**config.mk**
```make
export PLATFORM = sky130hd
export DESIGN_NAME = scl_rate_gen
export DESIGN_NICKNAME = d
export VERILOG_FILES = /design/src/rtl/scl_rate_pkg.sv /design/src/rtl/scl_cfg_latch.sv /design/src/rtl/scl_prescaler.sv /design/src/rtl/scl_phase_timer.sv /design/src/rtl/scl_rate_gen.sv
export SDC_FILE = /design/constraint.sdc
export NUM_CORES = 1
export LEC_CHECK = 0
export BUFFER_PORTS_ARGS = -buffer_cell sky130_fd_sc_hd__buf_2
export CAP_MARGIN = 10
export CORE_MARGIN = 8
export CORE_UTILIZATION = 60
export DETAILED_ROUTE_END_ITERATION = 10
export PLACE_DENSITY = 0.8
export SLEW_MARGIN = 10
export SYNTH_ARGS = -nofsm -noshare
export SYNTH_HDL_FRONTEND = slang
export SYNTH_SLANG_ARGS = --single-unit
```
**constraint.sdc**
```tcl
create_clock -name clk -period 6.76 [get_ports clk]
set_clock_uncertainty 0.05 [all_clocks]
set_input_delay 0.676 -clock clk [delete_from_list [all_inputs] [get_ports clk]]
set_output_delay 0.676 -clock clk [all_outputs]
set_load 0.03 [all_outputs]
```
**src/rtl/scl_rate_pkg.sv**
```systemverilog
// Shared constants for the SCL rate generator.
// Assumes the period formula: BASE + STEP * period_field + compensation ticks.
package scl_rate_pkg;
    localparam int BASE_TICKS = 20;
    localparam int STEP_TICKS = 8;
endpackage

```
**src/rtl/scl_cfg_latch.sv**
```systemverilog
// Captures the prescale and period fields of the configuration word.
// Assumes bus_idle marks cycles where no frame uses the timing; the fields
// are held unchanged at all other times.
module scl_cfg_latch #(
    parameter int DIV_W = 3,
    parameter int PER_W = 6,
    localparam int CFG_W = DIV_W + PER_W
) (
    input  logic             clk,
    input  logic             rst_n,
    input  logic [CFG_W-1:0] cfg_word,
    input  logic             bus_idle,
    output logic [DIV_W-1:0] div_q,
    output logic [PER_W-1:0] per_q
);
    // Sample both fields only while the bus is idle.
    always_ff @(posedge clk) begin
        if (!rst_n) begin
            div_q <= '0;
            per_q <= '0;
        end else if (bus_idle) begin
            div_q <= cfg_word[DIV_W-1:0];
            per_q <= cfg_word[CFG_W-1:DIV_W];
        end
    end

    assert_cfg_hold_R6: assert property (@(posedge clk) disable iff (!rst_n)
        !bus_idle |=> ($stable(div_q) && $stable(per_q)));
endmodule

```
**src/rtl/scl_prescaler.sv**
```systemverilog
// Divides the system clock into internal ticks, one every 1 + div clocks.
// Assumes div is stable while run is high; it restarts whenever run is low.
module scl_prescaler #(
    parameter int DIV_W = 3
) (
    input  logic             clk,
    input  logic             rst_n,
    input  logic             run,
    input  logic [DIV_W-1:0] div,
    output logic             tick
);
    logic [DIV_W-1:0] pre_cnt;

    assign tick = run && (pre_cnt >= div);

    // Count system clocks and wrap on each tick.
    always_ff @(posedge clk) begin
        if (!rst_n || !run) begin
            pre_cnt <= '0;
        end else if (tick) begin
            pre_cnt <= '0;
        end else begin
            pre_cnt <= pre_cnt + 1'b1;
        end
    end

    assert_tick_wrap_R1: assert property (@(posedge clk) disable iff (!rst_n)
        (run && tick) |=> (!run || pre_cnt == '0));
    assert_tick_count_R1: assert property (@(posedge clk) disable iff (!rst_n)
        (run && !tick) |=> (!run || pre_cnt == DIV_W'($past(pre_cnt) + 1'b1)));
    assert_idle_restart_R7: assert property (@(posedge clk) disable iff (!rst_n)
        !run |=> (pre_cnt == '0));
endmodule

```
**src/rtl/scl_phase_timer.sv**
```systemverilog
// Splits each SCL period into a low and a high phase, counted in internal ticks.
// Gives the mid-low change enable and the mid-high sample enable.
// Assumes that a low scl_in during the high phase means a slave is stretching.
module scl_phase_timer #(
    parameter int PER_W = 6,
    parameter int COMP_TICKS = 5
) (
    input  logic             clk,
    input  logic             rst_n,
    input  logic             run,
    input  logic             tick,
    input  logic             scl_in,
    input  logic [PER_W-1:0] per,
    output logic             phase_hi,
    output logic             chg_en,
    output logic             smp_en
);
    import scl_rate_pkg::*;

    localparam int MAX_P = BASE_TICKS + STEP_TICKS * ((1 << PER_W) - 1) + COMP_TICKS;
    localparam int CNT_W = $clog2(MAX_P + 1);

    logic [CNT_W-1:0] period, lo_len, hi_len, mid_lo, mid_hi, cnt;
    logic             lo_last, hi_last;

    // Derive the phase lengths and midpoints from the period field.
    always_comb begin
        period  = CNT_W'(BASE_TICKS) + CNT_W'(STEP_TICKS) * CNT_W'(per) + CNT_W'(COMP_TICKS);
        lo_len  = period >> 1;
        hi_len  = period - lo_len;
        mid_lo  = lo_len >> 1;
        mid_hi  = hi_len >> 1;
        lo_last = (cnt >= lo_len - 1'b1);
        hi_last = (cnt >= hi_len - 1'b1);
    end

    assign chg_en = run && tick && !phase_hi && (cnt == mid_lo);
    assign smp_en = run && tick && phase_hi && scl_in && (cnt == mid_hi);

    // Advance the phase count on ticks; freeze the high count while SCL is held low.
    always_ff @(posedge clk) begin
        if (!rst_n || !run) begin
            phase_hi <= 1'b0;
            cnt      <= '0;
        end else if (tick) begin
            if (!phase_hi) begin
                if (lo_last) begin
                    phase_hi <= 1'b1;
                    cnt      <= '0;
                end else begin
                    cnt <= cnt + 1'b1;
                end
            end else if (scl_in) begin
                if (hi_last) begin
                    phase_hi <= 1'b0;
                    cnt      <= '0;
                end else begin
                    cnt <= cnt + 1'b1;
                end
            end
        end
    end

    assert_stretch_hold_R5: assert property (@(posedge clk) disable iff (!rst_n)
        (run && phase_hi && tick && !scl_in) |=> (!run || (phase_hi && $stable(cnt))));
    assert_start_low_R7: assert property (@(posedge clk) disable iff (!rst_n)
        $rose(run) |-> (!phase_hi && cnt == '0));
endmodule

```
**src/rtl/scl_rate_gen.sv**
```systemverilog
// Top of the SCL rate generator: configuration capture, prescaler and phase timer.
// Assumes scl_in is already synchronised to clk; scl_out is the desired line level.
module scl_rate_gen #(
    parameter int DIV_W = 3,
    parameter int PER_W = 6,
    parameter int COMP_TICKS = 5,
    localparam int CFG_W = DIV_W + PER_W
) (
    input  logic             clk,
    input  logic             rst_n,
    input  logic [CFG_W-1:0] cfg_word,
    input  logic             bus_idle,
    input  logic             run,
    input  logic             scl_in,
    output logic             scl_out,
    output logic             chg_en,
    output logic             smp_en
);
    logic [DIV_W-1:0] div_q;
    logic [PER_W-1:0] per_q;
    logic             tick;
    logic             phase_hi;

    scl_cfg_latch #(.DIV_W(DIV_W), .PER_W(PER_W)) u_cfg (
        .clk(clk), .rst_n(rst_n), .cfg_word(cfg_word), .bus_idle(bus_idle),
        .div_q(div_q), .per_q(per_q)
    );

    scl_prescaler #(.DIV_W(DIV_W)) u_pre (
        .clk(clk), .rst_n(rst_n), .run(run), .div(div_q), .tick(tick)
    );

    scl_phase_timer #(.PER_W(PER_W), .COMP_TICKS(COMP_TICKS)) u_phase (
        .clk(clk), .rst_n(rst_n), .run(run), .tick(tick), .scl_in(scl_in),
        .per(per_q), .phase_hi(phase_hi), .chg_en(chg_en), .smp_en(smp_en)
    );

    // Release SCL whenever the generator is stopped.
    assign scl_out = phase_hi || !run;

    assert_chg_low_R4: assert property (@(posedge clk) disable iff (!rst_n)
        chg_en |-> (!scl_out && !smp_en));
    assert_smp_high_R4: assert property (@(posedge clk) disable iff (!rst_n)
        smp_en |-> (scl_out && scl_in));
    assert_stop_quiet_R7: assert property (@(posedge clk) disable iff (!rst_n)
        !run |-> (scl_out && !chg_en && !smp_en));
endmodule

```
==> summary.txt <==
Starting Density -> 0.6368
Postcts setup bufs -> 0
Core ar. -> 3390 sq um
Slew headroom -> 0.4854
Final Power -> 352.3 uW
WL met3 -> 128 um
Critical path launch point type -> register
Die area -> 5772 sq um
Rows -> 21
DRT iter0 DRCs -> 79
Unrepaired setup endpoints after global routing -> false
Worst Path Arrival -> 3.86 ns
N_diodes -> 0
IO Pins -> 17
Met2 WL -> 1879 um
Global-route wire length before repair -> 7307 um
Yosys cell types -> 42
Final HPWL DP -> 3383 um
Reg-to-reg startpoint -> u_cfg.per_q[0]
CP max FO -> 14
Xor/xnor cell area share of the yosys netlist -> 0.1780
Port Buf Inserts -> 16
CTS resizes -> 0
Final instance area -> 2267 sq um
Vias in the first global route -> 1644
Worst-Skew Late Latency -> 0.32 ns
CP Capture Type -> primary output
Highest metal used -> met4
TritonCTS buffer count -> 3
P&R area growth vs syn -> 5.043%
Worst-Margin Slew -> 0.7706 ns
Largest family of logic cells by synthesized area -> simple AND/OR/NAND/NOR gates
DP Area -> 2240 sq um
M1 WL -> 2075 um
Required time worst endpoint -> 6.03 ns
CP Launch Point -> u_cfg.per_q[0]
Total track usage -> 0.1451
Clock tree buffer depth -> 2
Complex-gate fraction of the synthesized area -> 0.1148
Largest net degree at the start of global routing -> 15
Sequential element share of the synthesized area -> 0.2133
Share of cells above drive strength 1 -> 0.1269
P_leak -> 0.001031 uW
Status -> finished clean
Die Wd -> 75.98 um
Power Density -> 155.4 nW/um^2
Hold buffers post-CTS -> 0
ANT nets after route -> 0
Fin crit share -> 0.6791
Routed wire length -> 4123 um
Worst vdd ir -> 0.1416 mV
Synth Area in Simple Gates -> 0.1994
Grt ovf -> 0
Mux contribution to synthesized area -> 0.04174
Yosys reg bits -> 23
Post-Synth Adder-Cell Area -> 0.1971
Hold Startpoint -> u_pre.pre_cnt[0]
Slew Limit Fails -> 0
Final setup fails -> 0
CTS root buf -> clkbuf_4
Chip Height -> 75.98 um
Post-Syn Area per Cell -> 8.633 sq um
Fin. Hold Viols -> 0
Maximum clock rate -> 217.8 MHz
Antenna violations before repair -> 0
Mapped Area -> 2158 sq um
Maximum Capacitance Violations -> 0
Worst-path clk slew -> 0.13 ns
Gpl congestion -> 0.8366
Vias per inst -> 5.539
DRC Markers -> 0
Via count -> 1695
Worst min path class -> register to register
CTS sink count -> 23
Fin crit period -> 4.591 ns
Syn Nets -> 298
Crit Path Class -> register to primary output
H-tree levels -> 1
Yosys warns -> 0
Fin Setup TNS -> 0 ns
Synth Instances -> 250
Routed wire per std cell -> 13.47 um
TritonCTS clock tree -> built
Post-layout net count -> 309
Initial DRT Pass Iterations -> 4
-- final cells by class --
class	instances	area [sq um]
fillers	279	1122
well taps	46	57.56
repair buffers	16	80.08
flip-flops and latches	23	460.4
clock buffers	3	22.52
multi-input cells	200	1578
clock inverters	1	5.005
inverters	17	63.81
-- worst max-delay path, stage by stage, from the launching register on --
cell     delay [ns]
dfxtp_1        0.65
inv_1          0.16
ha_1           0.30
xor2_1         0.47
ha_1           0.39
a21o_1         0.22
a31o_2         0.26
nor4b_1        0.27
nor2_1         0.13
xnor2_2        0.17
xnor2_1        0.15
nor4_2         0.15
buf_2          0.24
-- power by group --
group	internal [uW]	total, uW	switching, uW
clock network	22.1	64.5	42.3
registers	140	146	6.08
logic	65.2	142	77.0
total	227	352	125
-- state kept, by name (all words and copies together), names as in the netlist --
| signal | count |
|---|---|
| u_pre.pre_cnt | 3 |
| u_phase.cnt | 10 |
| u_cfg.div_q | 3 |
| u_phase.phase_hi | 1 |
| u_cfg.per_q | 6 |
-- cell usage in the layout, fill, tap and decap left out, types with 2 or more instances in the layout --
master,count
a21o_1,5
a21oi_1,11
a31oi_1,2
and3_1,3
buf_2,16
clkbuf_4,3
dfxtp_1,23
ha_1,34
inv_1,17
mux2i_1,9
nand2_1,14
nand2b_1,5
nand3_1,10
nand4_1,4
nor2_1,21
nor2b_1,11
nor3_1,3
nor3_2,2
nor4_1,3
o21ai_0,6
xnor2_1,20
xnor2_2,2
xor2_1,17
-- metrics by stage --
step	hold slack, ns	util	instances	setup slack (ns)
6_report	0.4057	0.6689	306	2.169
5_1_grt	0.4456	0.6689	306	1.870
4_1_cts	0.4138	0.6689	306	2.151
3_5_place_dp	0.3902	0.6608	302	2.314
3_3_place_gp	0.3778	0.6608	302	2.452
2_1_floorplan	0.3673	-	250	2.733
-- cells in the mapped netlist --
cell type	instances	share of area
nor2b_1	11	0.032
o211ai_2	1	0.0058
and3_1	3	0.0087
a31o_2	1	0.0041
nand4_1	4	0.012
or4b_4	1	0.0064
nor4b_1	1	0.0041
xnor2_1	20	0.081
and4b_1	1	0.0046
or2_2	1	0.0029
nor3_2	2	0.0093
o21ai_0	6	0.014
xor2_1	17	0.069
o311ai_2	1	0.0075
a211oi_1	1	0.0035
nand2b_1	5	0.014
o311ai_1	1	0.0041
ha_1	34	0.20
a21oi_1	11	0.026
buf_6	2	0.010
nand2_1	14	0.024
nor2_1	21	0.037
o2111ai_1	1	0.0041
a31oi_1	2	0.0058
nor3_1	3	0.0070
nor4_2	1	0.0058
dfxtp_1	23	0.21
o21ai_1	1	0.0023
nand3_1	10	0.023
inv_1	17	0.030
clkbuf_1	5	0.0087
nor4_1	3	0.0087
xnor2_2	2	0.015
o21a_1	1	0.0035
a21oi_2	1	0.0041
a211o_1	1	0.0041
a21o_1	5	0.017
xnor2_4	1	0.013
a41oi_1	1	0.0041
a21boi_2	1	0.0052
buf_2	3	0.0070
mux2i_1	9	0.042
-- worst paths after layout --
check                                   endpoint  slack, ns  cells past startpoint
worst max register to register    u_phase.cnt[3]       2.26                     15
worst max-delay path                      smp_en       2.17                     12
worst min register to register  u_pre.pre_cnt[0]       0.41                      1
worst min-delay path            u_pre.pre_cnt[0]       0.41                      1
-- per-layer routing --
layer  up-vias  track usage
li1        877            -
met1       788       0.1897
met2        26       0.2339
met3         4      0.02948
met4         0      0.03725
met5         -            0
-- cell families (layout without fill, tap and decap cells) --
family          after synthesis  in the layout
simple gates                 81             81
buf+inv                      27             37
xor+xnor                     40             40
fa+ha+maj                    34             34
flops                        23             23
mux                           9              9
compound gates               36             36
No activity file was read; power rests on OpenSTA's default activity.
